--- src/rtl/spi_slip_pkg.sv ---
package spi_slip_pkg;
  localparam int SLIP_W = 8;
  localparam logic [SLIP_W-1:0] TOK_END     = 8'hC0;
  localparam logic [SLIP_W-1:0] TOK_ESC     = 8'hDB;
  localparam logic [SLIP_W-1:0] TOK_ESC_END = 8'hDC;
  localparam logic [SLIP_W-1:0] TOK_ESC_ESC = 8'hDD;

  typedef enum logic [1:0] {
    ENC_DATA = 2'd0,
    ENC_ESC  = 2'd1,
    ENC_END  = 2'd2
  } enc_state_t;
endpackage

--- src/rtl/spi_slip_sync.sv ---
module spi_slip_sync #(
  parameter int STAGES = 2,
  parameter int W = 3,
  parameter logic [W-1:0] RST_VAL = '0
) (
  input  logic         clk,
  input  logic         rst_n,
  input  logic [W-1:0] d,
  output logic [W-1:0] q
);
  logic [W-1:0] chain [STAGES];

  genvar s;
  generate
    for (s = 0; s < STAGES; s++) begin : g_stage
      always_ff @(posedge clk) begin
        if (!rst_n) chain[s] <= RST_VAL;
        else if (s == 0) chain[s] <= d;
        else chain[s] <= chain[(s == 0) ? 0 : s - 1];
      end
    end
  endgenerate

  assign q = chain[STAGES-1];
endmodule

--- src/rtl/spi_slip_phy.sv ---
module spi_slip_phy
  import spi_slip_pkg::*;
#(
  parameter int BYTE_W = SLIP_W
) (
  input  logic              clk,
  input  logic              rst_n,
  input  logic [1:0]        mode,
  input  logic              csn_s,
  input  logic              sck_s,
  input  logic              copi_s,
  output logic [BYTE_W-1:0] rx_byte,
  output logic              rx_stb,
  output logic              load_req,
  input  logic [BYTE_W-1:0] tx_byte,
  output logic              cipo
);
  localparam int CNT_W = $clog2(BYTE_W);
  localparam logic [CNT_W-1:0] CNT_TOP = CNT_W'(BYTE_W - 1);

  logic              sck_q, csn_q, primed;
  logic [CNT_W-1:0]  cnt;
  logic [BYTE_W-1:0] rx_sh, tx_sh;
  logic              rise, fall, lead, trail, active, samp, shft, cs_fall;

  always_comb begin
    rise     = sck_s & ~sck_q;
    fall     = ~sck_s & sck_q;
    lead     = mode[1] ? fall : rise;
    trail    = mode[1] ? rise : fall;
    active   = ~csn_s;
    samp     = active & (mode[0] ? trail : lead);
    shft     = active & (mode[0] ? lead : trail);
    cs_fall  = csn_q & ~csn_s;
    load_req = (shft && cnt == '0) || (cs_fall && !mode[0] && !primed);
  end

  always_ff @(posedge clk) begin
    if (!rst_n) begin
      sck_q   <= 1'b0;
      csn_q   <= 1'b1;
      cnt     <= '0;
      rx_sh   <= '0;
      rx_byte <= '0;
      rx_stb  <= 1'b0;
      tx_sh   <= TOK_END;
      primed  <= 1'b0;
    end else begin
      sck_q  <= sck_s;
      csn_q  <= csn_s;
      rx_stb <= samp && cnt == CNT_TOP;
      if (!active) begin
        cnt <= '0;
      end else if (samp) begin
        cnt     <= (cnt == CNT_TOP) ? '0 : cnt + 1'b1;
        rx_sh   <= {rx_sh[BYTE_W-2:0], copi_s};
        rx_byte <= {rx_sh[BYTE_W-2:0], copi_s};
      end
      if (load_req) tx_sh <= tx_byte;
      else if (shft) tx_sh <= {tx_sh[BYTE_W-2:0], 1'b0};
      if (load_req) primed <= 1'b1;
      else if (samp) primed <= 1'b0;
    end
  end

  assign cipo = tx_sh[BYTE_W-1];
endmodule

--- src/rtl/slip_rx_decoder.sv ---
module slip_rx_decoder
  import spi_slip_pkg::*;
(
  input  logic              clk,
  input  logic              rst_n,
  input  logic [SLIP_W-1:0] in_byte,
  input  logic              in_stb,
  output logic [SLIP_W-1:0] m_data,
  output logic              m_last,
  output logic              m_err,
  output logic              m_valid,
  input  logic              m_ready
);
  logic [SLIP_W-1:0] pend, dat_val;
  logic have, started, esc, drop;
  logic dat_en, end_en, err_en, esc_en, push_en;

  always_comb begin
    dat_en = 1'b0; end_en = 1'b0; err_en = 1'b0; esc_en = 1'b0;
    dat_val = in_byte;
    if (in_stb && !drop) begin
      if (esc) begin
        if (in_byte == TOK_ESC_END) begin dat_en = 1'b1; dat_val = TOK_END; end
        else if (in_byte == TOK_ESC_ESC) begin dat_en = 1'b1; dat_val = TOK_ESC; end
        else err_en = 1'b1;
      end else if (in_byte == TOK_END) end_en = 1'b1;
      else if (in_byte == TOK_ESC) esc_en = 1'b1;
      else dat_en = 1'b1;
    end
    push_en = ((dat_en || end_en) && have) || (err_en && started);
  end

  always_ff @(posedge clk) begin
    if (!rst_n) begin
      pend <= '0; have <= 1'b0; started <= 1'b0; esc <= 1'b0; drop <= 1'b0;
      m_data <= '0; m_last <= 1'b0; m_err <= 1'b0; m_valid <= 1'b0;
    end else begin
      if (push_en) begin
        m_data  <= pend;
        m_last  <= end_en || err_en;
        m_err   <= err_en;
        m_valid <= 1'b1;
      end else if (m_valid && m_ready) begin
        m_valid <= 1'b0;
      end
      if (in_stb && drop && in_byte == TOK_END) drop <= 1'b0;
      if (esc_en) esc <= 1'b1;
      else if (dat_en || err_en) esc <= 1'b0;
      if (dat_en) begin
        pend <= dat_val;
        have <= 1'b1;
        if (have) started <= 1'b1;
      end
      if (end_en || err_en) begin
        have    <= 1'b0;
        started <= 1'b0;
      end
      if (err_en && in_byte != TOK_END) drop <= 1'b1;
    end
  end
endmodule

--- src/rtl/slip_tx_encoder.sv ---
module slip_tx_encoder
  import spi_slip_pkg::*;
(
  input  logic              clk,
  input  logic              rst_n,
  input  logic              load_req,
  output logic [SLIP_W-1:0] out_byte,
  input  logic [SLIP_W-1:0] s_data,
  input  logic              s_last,
  input  logic              s_valid,
  output logic              s_ready
);
  enc_state_t st, nxt;
  logic special;

  always_comb begin
    special  = (s_data == TOK_END) || (s_data == TOK_ESC);
    out_byte = TOK_END;
    s_ready  = 1'b0;
    nxt      = st;
    case (st)
      ENC_ESC: begin
        out_byte = (s_data == TOK_END) ? TOK_ESC_END : TOK_ESC_ESC;
        if (load_req) begin
          s_ready = 1'b1;
          nxt = s_last ? ENC_END : ENC_DATA;
        end
      end
      ENC_END: begin
        if (load_req) nxt = ENC_DATA;
      end
      default: begin
        if (s_valid) begin
          if (special) begin
            out_byte = TOK_ESC;
            if (load_req) nxt = ENC_ESC;
          end else begin
            out_byte = s_data;
            if (load_req) begin
              s_ready = 1'b1;
              nxt = s_last ? ENC_END : ENC_DATA;
            end
          end
        end
      end
    endcase
  end

  always_ff @(posedge clk) begin
    if (!rst_n) st <= ENC_DATA;
    else st <= nxt;
  end
endmodule

--- src/rtl/spi_slip_port.sv ---
module spi_slip_port
  import spi_slip_pkg::*;
#(
  parameter int SYNC_STAGES = 2
) (
  input  logic              clk,
  input  logic              rst_n,
  input  logic [1:0]        spi_mode,
  input  logic              spi_csn,
  input  logic              spi_sck,
  input  logic              spi_copi,
  output logic              spi_cipo,
  output logic [SLIP_W-1:0] rx_data,
  output logic              rx_last,
  output logic              rx_error,
  output logic              rx_valid,
  input  logic              rx_ready,
  input  logic [SLIP_W-1:0] tx_data,
  input  logic              tx_last,
  input  logic              tx_valid,
  output logic              tx_ready
);
  logic [2:0] pins_s;
  logic [SLIP_W-1:0] rx_byte, tx_byte;
  logic rx_stb, load_req;

  spi_slip_sync #(.STAGES(SYNC_STAGES), .W(3), .RST_VAL(3'b100)) u_sync (
    .clk(clk), .rst_n(rst_n),
    .d({spi_csn, spi_sck, spi_copi}), .q(pins_s)
  );

  spi_slip_phy #(.BYTE_W(SLIP_W)) u_phy (
    .clk(clk), .rst_n(rst_n), .mode(spi_mode),
    .csn_s(pins_s[2]), .sck_s(pins_s[1]), .copi_s(pins_s[0]),
    .rx_byte(rx_byte), .rx_stb(rx_stb),
    .load_req(load_req), .tx_byte(tx_byte), .cipo(spi_cipo)
  );

  slip_rx_decoder u_dec (
    .clk(clk), .rst_n(rst_n), .in_byte(rx_byte), .in_stb(rx_stb),
    .m_data(rx_data), .m_last(rx_last), .m_err(rx_error),
    .m_valid(rx_valid), .m_ready(rx_ready)
  );

  slip_tx_encoder u_enc (
    .clk(clk), .rst_n(rst_n), .load_req(load_req), .out_byte(tx_byte),
    .s_data(tx_data), .s_last(tx_last), .s_valid(tx_valid), .s_ready(tx_ready)
  );
endmodule

--- config.mk ---
export PLATFORM = sky130hd
export DESIGN_NAME = spi_slip_port
export DESIGN_NICKNAME = d
export VERILOG_FILES = /design/src/rtl/spi_slip_pkg.sv /design/src/rtl/spi_slip_sync.sv /design/src/rtl/spi_slip_phy.sv /design/src/rtl/slip_rx_decoder.sv /design/src/rtl/slip_tx_encoder.sv /design/src/rtl/spi_slip_port.sv
export SDC_FILE = /design/constraint.sdc
export NUM_CORES = 1
export LEC_CHECK = 0
export CORE_MARGIN = 4
export CORE_UTILIZATION = 40
export DETAILED_ROUTE_END_ITERATION = 10
export PLACE_DENSITY = 0.61
export REMOVE_ABC_BUFFERS = 1
export SLEW_MARGIN = 20
export SYNTH_ARGS = -nofsm -noshare
export SYNTH_HDL_FRONTEND = slang
export SYNTH_SLANG_ARGS = --single-unit
--- constraint.sdc ---
create_clock -name clk -period 3.87 [get_ports clk]
set_clock_uncertainty 0.15 [all_clocks]
set_input_delay 1.161 -clock clk [delete_from_list [all_inputs] [get_ports clk]]
set_output_delay 1.161 -clock clk [all_outputs]
set_load 0.03 [all_outputs]
* After elaboration in Yosys (flattened, before gate mapping)
Memory sizes are Yosys's and may differ from the RTL's.
Cells that the tools add are included.
** Word-level totals
- Register bits after elaboration :: 48
- RAM bits :: 6
- Output and inout bits :: 13
- Word-level logic and storage cells :: 129
- Memories :: 1
** Memories
- u_sync.chain :: depth 2, bits a word 3, read ports 2, clocked after memory_dff 0, write ports 2, RTL line spi_slip_sync.sv:11 : logic [W-1:0] chain [STAGES];
** Cells by class
- Add/sub/neg operators :: 1
- Equality and inequality tests :: 12
- Mux-type cells :: 55
- Bitwise operators :: 11
- Reductions and logical operators :: 32
** Operators with widths (count)
- $mux W8 :: 8
- $eq A8 B8 Y1 const B :: 6
- $mux W1 :: 35
- $pmux W8 S2 :: 1
- $mux W2 :: 6
- $logic_and A1 B1 Y1 :: 11
- $reduce_bool A2 Y1 :: 5
- $mux W3 :: 3
- $ne A8 B8 Y1 const B :: 1
- $logic_or A1 B1 Y1 :: 6
- $and A1 B1 Y1 :: 5
- $not A1 Y1 :: 4
- $pmux W2 S2 :: 1
- $reduce_and A2 Y1 :: 2
- $reduce_or A2 Y1 :: 2
- $add A3 B1 Y3 const B :: 1
- $eq A3 B3 Y1 const B :: 1
- $logic_not A1 Y1 :: 3
- $logic_not A3 Y1 :: 1
- $ne A3 B3 Y1 const B :: 1
- $reduce_and A3 Y1 :: 1
- $reduce_bool A3 Y1 :: 1
- $eq A2 B1 Y1 const B :: 1
- $eq A2 B2 Y1 const B :: 1
- other kinds (3) :: 4

* Longest topological paths before layout
An unclocked memory read counts as a cell.
- Word-level depth :: 12
- Mapped depth :: 7
- Mapped depth without buffers :: 7

* Hierarchy
Synthesis repeated with hierarchy kept, for this count alone.
** Unflattened totals
- Cells, all modules :: 279
- Area total of the unflattened synthesis :: 2590.0 µm²
** Modules (own cells, without submodules)
- spi_slip_phy :: times used 1, cells each 108, area an instance 1089.8 µm², sequential area each 460.4 µm²
- slip_rx_decoder :: times used 1, cells each 113, area an instance 1028.5 µm², sequential area each 460.4 µm²
- slip_tx_encoder :: times used 1, cells each 46, area an instance 314.1 µm², sequential area each 40.0 µm²
- spi_slip_sync :: times used 1, cells each 12, area an instance 157.7 µm², sequential area each 120.1 µm²

* Least setup slack after synthesis
OpenSTA, ideal clock, no wires.
- Path kind :: in2out
- Start :: input tx_data[0]
- End :: output tx_ready
- Data arrival time :: 2186 ps
- Path slack :: 373 ps
- Stages on the path :: 4
- Cell sequence :: or4_1 -> a21o_1 -> a21oi_1 -> nor2_1
** On the way
- Cells in the longest elaborated chain, start to end :: 5
** RTL lines
- start: declaration :: RTL line spi_slip_port.sv:18 : input logic [SLIP_W-1:0] tx_data,
- $eq A8 B8 Y1 :: RTL line slip_tx_encoder.sv:17 : special = (s_data == TOK_END) || (s_data == TOK_ESC);
- $logic_or A1 B1 Y1 (*) :: RTL line slip_tx_encoder.sv:17
- $mux W1 (*) :: RTL line slip_tx_encoder.sv:34 : if (special) begin
- $mux W1 (*) :: RTL line slip_tx_encoder.sv:33 : if (s_valid) begin
- $pmux W1 S2 (*) :: RTL line slip_tx_encoder.sv:21 : case (st)
- end: declaration :: RTL line spi_slip_port.sv:21 : output logic tx_ready
Every way passes the cells marked *; elsewhere a longest branch is shown, timed or not.

* Worst setup path after layout
- Start :: input tx_data[4]
- End :: output tx_ready
Same word-level chain as after synthesis.

==> impl_metrics.ini <==
[outcome]
status = finished clean

[finish]
finalNonFillerCells = 403
antennaDiodeCount = 0
drive_above_1_share_pct = 14.63
design_area_sq_um = 3099
final_nets = 350
final_util_pct = 52.04
area_growth_pct = 25.23

[floorplan]
dieHeight_um = 86.66
die-area_sq_um = 7510
ios = 31
core_area_sq_um = 5956
die_w_um = 86.66
initial_utilization_pct = 41.55
rows = 28

[critical_path]
crit_chain = dlygate4sd2_1 -> or4_4 -> a21o_1 -> a21oi_2 -> nor2_1 -> buf_4
crit_path_end_kind = output pin
slowest_delay_ns = 0.54
critical_path.startpoint = tx_data[4]
required_ns = 2.56
cp.buffers_inverters = 2
slowest_stage = or4_4
reg2reg_from = u_phy.rx_byte[4]
startpoint_type = input pin
cp_top_family = simple AND/OR/NAND/NOR gates
crit_fanout = 2
crit_type = input pin to output pin
crit_arrival_ns = 2.48

[synth]
synthCells = 274
ys.flop_type = dfxtp_1
yosysTopAreaCell = dfxtp_1
ys_warn_count = 0
ys_ff_latch = 54
synth_area_leaders = dfxtp_1, mux2i_1, nand2_1, nor2_1, a21oi_1
synth.distinct_cells = 49
seq_area_frac_synth_pct = 43.68
postSynth.asyncResetShare_pct = 0
synth_edf_count = 0
avgSynthCellArea_sq_um = 9.032
netlist_area_sq_um = 2475
synth_top_area_share_pct = 43.68

[power]
totalPowerFinal_uw = 955.4
power_leakage_uw = 0.001186
p_per_area_nw_per_um2 = 308.3
p_int_uw = 731.5
power_frac_comb_pct = 8.0
switching_share_pct = 23.43
clock_power_share_pct = 32.8
power_switching_uw = 223.9
ir_worst_vdd_mv = 0.1598
pwr-share-seq_pct = 59.2

[placed_design]
dp_cells = 394
hpwl_mm = 3.751
port_buffers = 30
gp_congestion = 0.7896
place_area_sq_um = 3003

[min_path]
worstHoldStart = u_sync.chain[0][2]
min_path_type = register to register

[detailed_routing]
wirelength_mm = 5.097
drc = 0
drt_iter0_markers = 93
wire_per_inst_um = 12.65
viasPerCell = 5.151
dr.pass1.iters = 4
vias = 2076
antenna_left = 0

[grt]
grt_usage_pct = 14.21
antenna_found_initial = 0
grt_pass1_wl_mm = 8.797
first_global_vias = 1949
grt_start_max_net_pins = 21
grt-ovfl-total = 0

[cts]
cts_tree = done
clk_latency_ns = 0.31
cts_root_buf = clkbuf_8
clkTransAtPathRegs_ns = 0.09
cts_num_sinks = 54
clockBufferDepth = 2
h-tree-depth = 2
numCtsBuffers = 5

[sta]
relSlewSlack_pct = 46.56
hold_viol = 0
rsz0062_at_grt = false
holdWs_ns = 0.2794
fin_crit_sh_pct = 97.90
fmax_mhz = 263.9
post-route-min-period_ns = 3.789
tightest_slew_ns = 0.7955
setup_violations = 0
final_max_slew_viol_count = 0

[run]
maxCapViolCount = 0
[per-layer routing]
metal / track usage, % / part of all wire [%] / vias to the layer above
met5: 0 / 0 / -
met4: 4.249 / 1.1 / 0
met3: 3.042 / 3.6 / 5
met2: 24.34 / 46 / 28
met1: 17.87 / 49 / 974
li1: - / - / 1069
[what timing repair did]
action,4_1_cts,5_1_grt
setup buffers,0,1
hold buffers,0,0
endpoints found under the setup margin,1,1
gates resized for setup,12,2
endpoints found under the hold margin,0,0
pin swaps,4,2
[per-stage QoR]
stage                     setup TNS [ns]  setup WS (ns)
after floorplan                        0         0.3731
after global placement           -0.5240        -0.5240
after detailed placement         -0.5381        -0.5381
after CTS                              0       0.007867
after global routing                   0        0.02085
final                                  0        0.08124
[synth_stat cells (2+ instances only)]
cell       number
nand3b_1        3
a21oi_4         2
nor4b_2         2
nor3b_1         3
clkbuf_1        7
o21a_1          4
or4_1           2
a211oi_1        2
nand4_1         2
ha_1            5
and3_1          4
nor2b_1         2
nand2b_1        7
o22ai_1         4
mux2i_1        23
nor2_1         31
a21o_1          3
nand3_1         3
nand4bb_1       2
a21oi_1        19
inv_1           7
and2_1          7
o221ai_1        2
a22oi_1         2
nor3_1         12
nand2_1        36
dfxtp_1        54
o21ai_0         3
[layout make-up]
class | instances | area, sq um
clock buffer | 5 | 68.82
clock inverter | 3 | 18.77
fill | 589 | 2856
inverter | 8 | 30.03
multi-input combinational | 203 | 1325
sequential | 54 | 1081
tap | 75 | 93.84
timing repair buffer | 55 | 481.7
[kinds of logic after synthesis]
kind of cell | Yosys count | synth area share [%]
flops | 54 | 43.68
buf+inv | 17 | 3.084
simple gates | 122 | 25.28
compound gates | 51 | 14.86
mux | 24 | 9.909
xor+xnor | 1 | 0.6574
fa+ha+maj | 5 | 2.528
[path summary, 6_finish.rpt]
kind                                      endpoint  slack (ns)  cells after the start
worst max register to register       u_dec.pend[3]        1.89                      5
worst min register to register  u_sync.chain[1][2]        0.28                      1
worst min-delay path            u_sync.chain[1][2]        0.28                      1
worst max-delay path                      tx_ready        0.08                      6
[flip-flops by register name (all words and copies together) (netlist names)]
| register | count |
|---|---|
| u_dec.drop | 1 |
| u_dec.esc | 1 |
| u_dec.have | 1 |
| u_dec.m_data | 8 |
| u_dec.m_err | 1 |
| u_dec.m_last | 1 |
| u_dec.m_valid | 1 |
| u_dec.pend | 8 |
| u_dec.started | 1 |
| u_enc.st | 2 |
| u_phy.cnt | 3 |
| u_phy.csn_q | 1 |
| u_phy.primed | 1 |
| u_phy.rx_byte | 8 |
| u_phy.rx_stb | 1 |
| u_phy.sck_q | 1 |
| u_phy.tx_sh | 8 |
| u_sync.chain | 6 |
[worst register-to-register path, delay by kind of cell, from the launching register on]
kind | cells | cell delay [ns]
and+or+nand+nor | 3 | 0.87
DFF | 1 | 0.45
AOI/OAI and AO/OA | 2 | 0.40
[placed cells by master, fill, tap and decap left out, drive strengths merged, types with 3 or more instances in the layout]
cell,Yosys,final
dfxtp,54,54
nand2,36,36
nor2,31,31
buf,2,26
mux2i,23,23
clkdlybuf4s50,0,23
a21oi,22,22
nor3,12,12
inv,8,9
and2,8,8
nand2b,7,7
ha,5,5
clkbuf,7,5
dlygate4sd2,0,5
o22ai,4,4
and3,4,4
o21a,4,4
a21o,4,4
o21ai,4,4
nor3b,3,3
nand3b,3,3
nand3,3,3
[power groups by stage]
stage                     Sequential (uW)  Combinational (uW)  Clock, uW
after floorplan                       578                30.6          0
after global placement                578                77.2          0
after detailed placement              579                77.5          0
after CTS                             566                76.6        328
after global routing                  567                83.5        344
final                                 566                76.0        314
(Power assumes the default switching activity.)
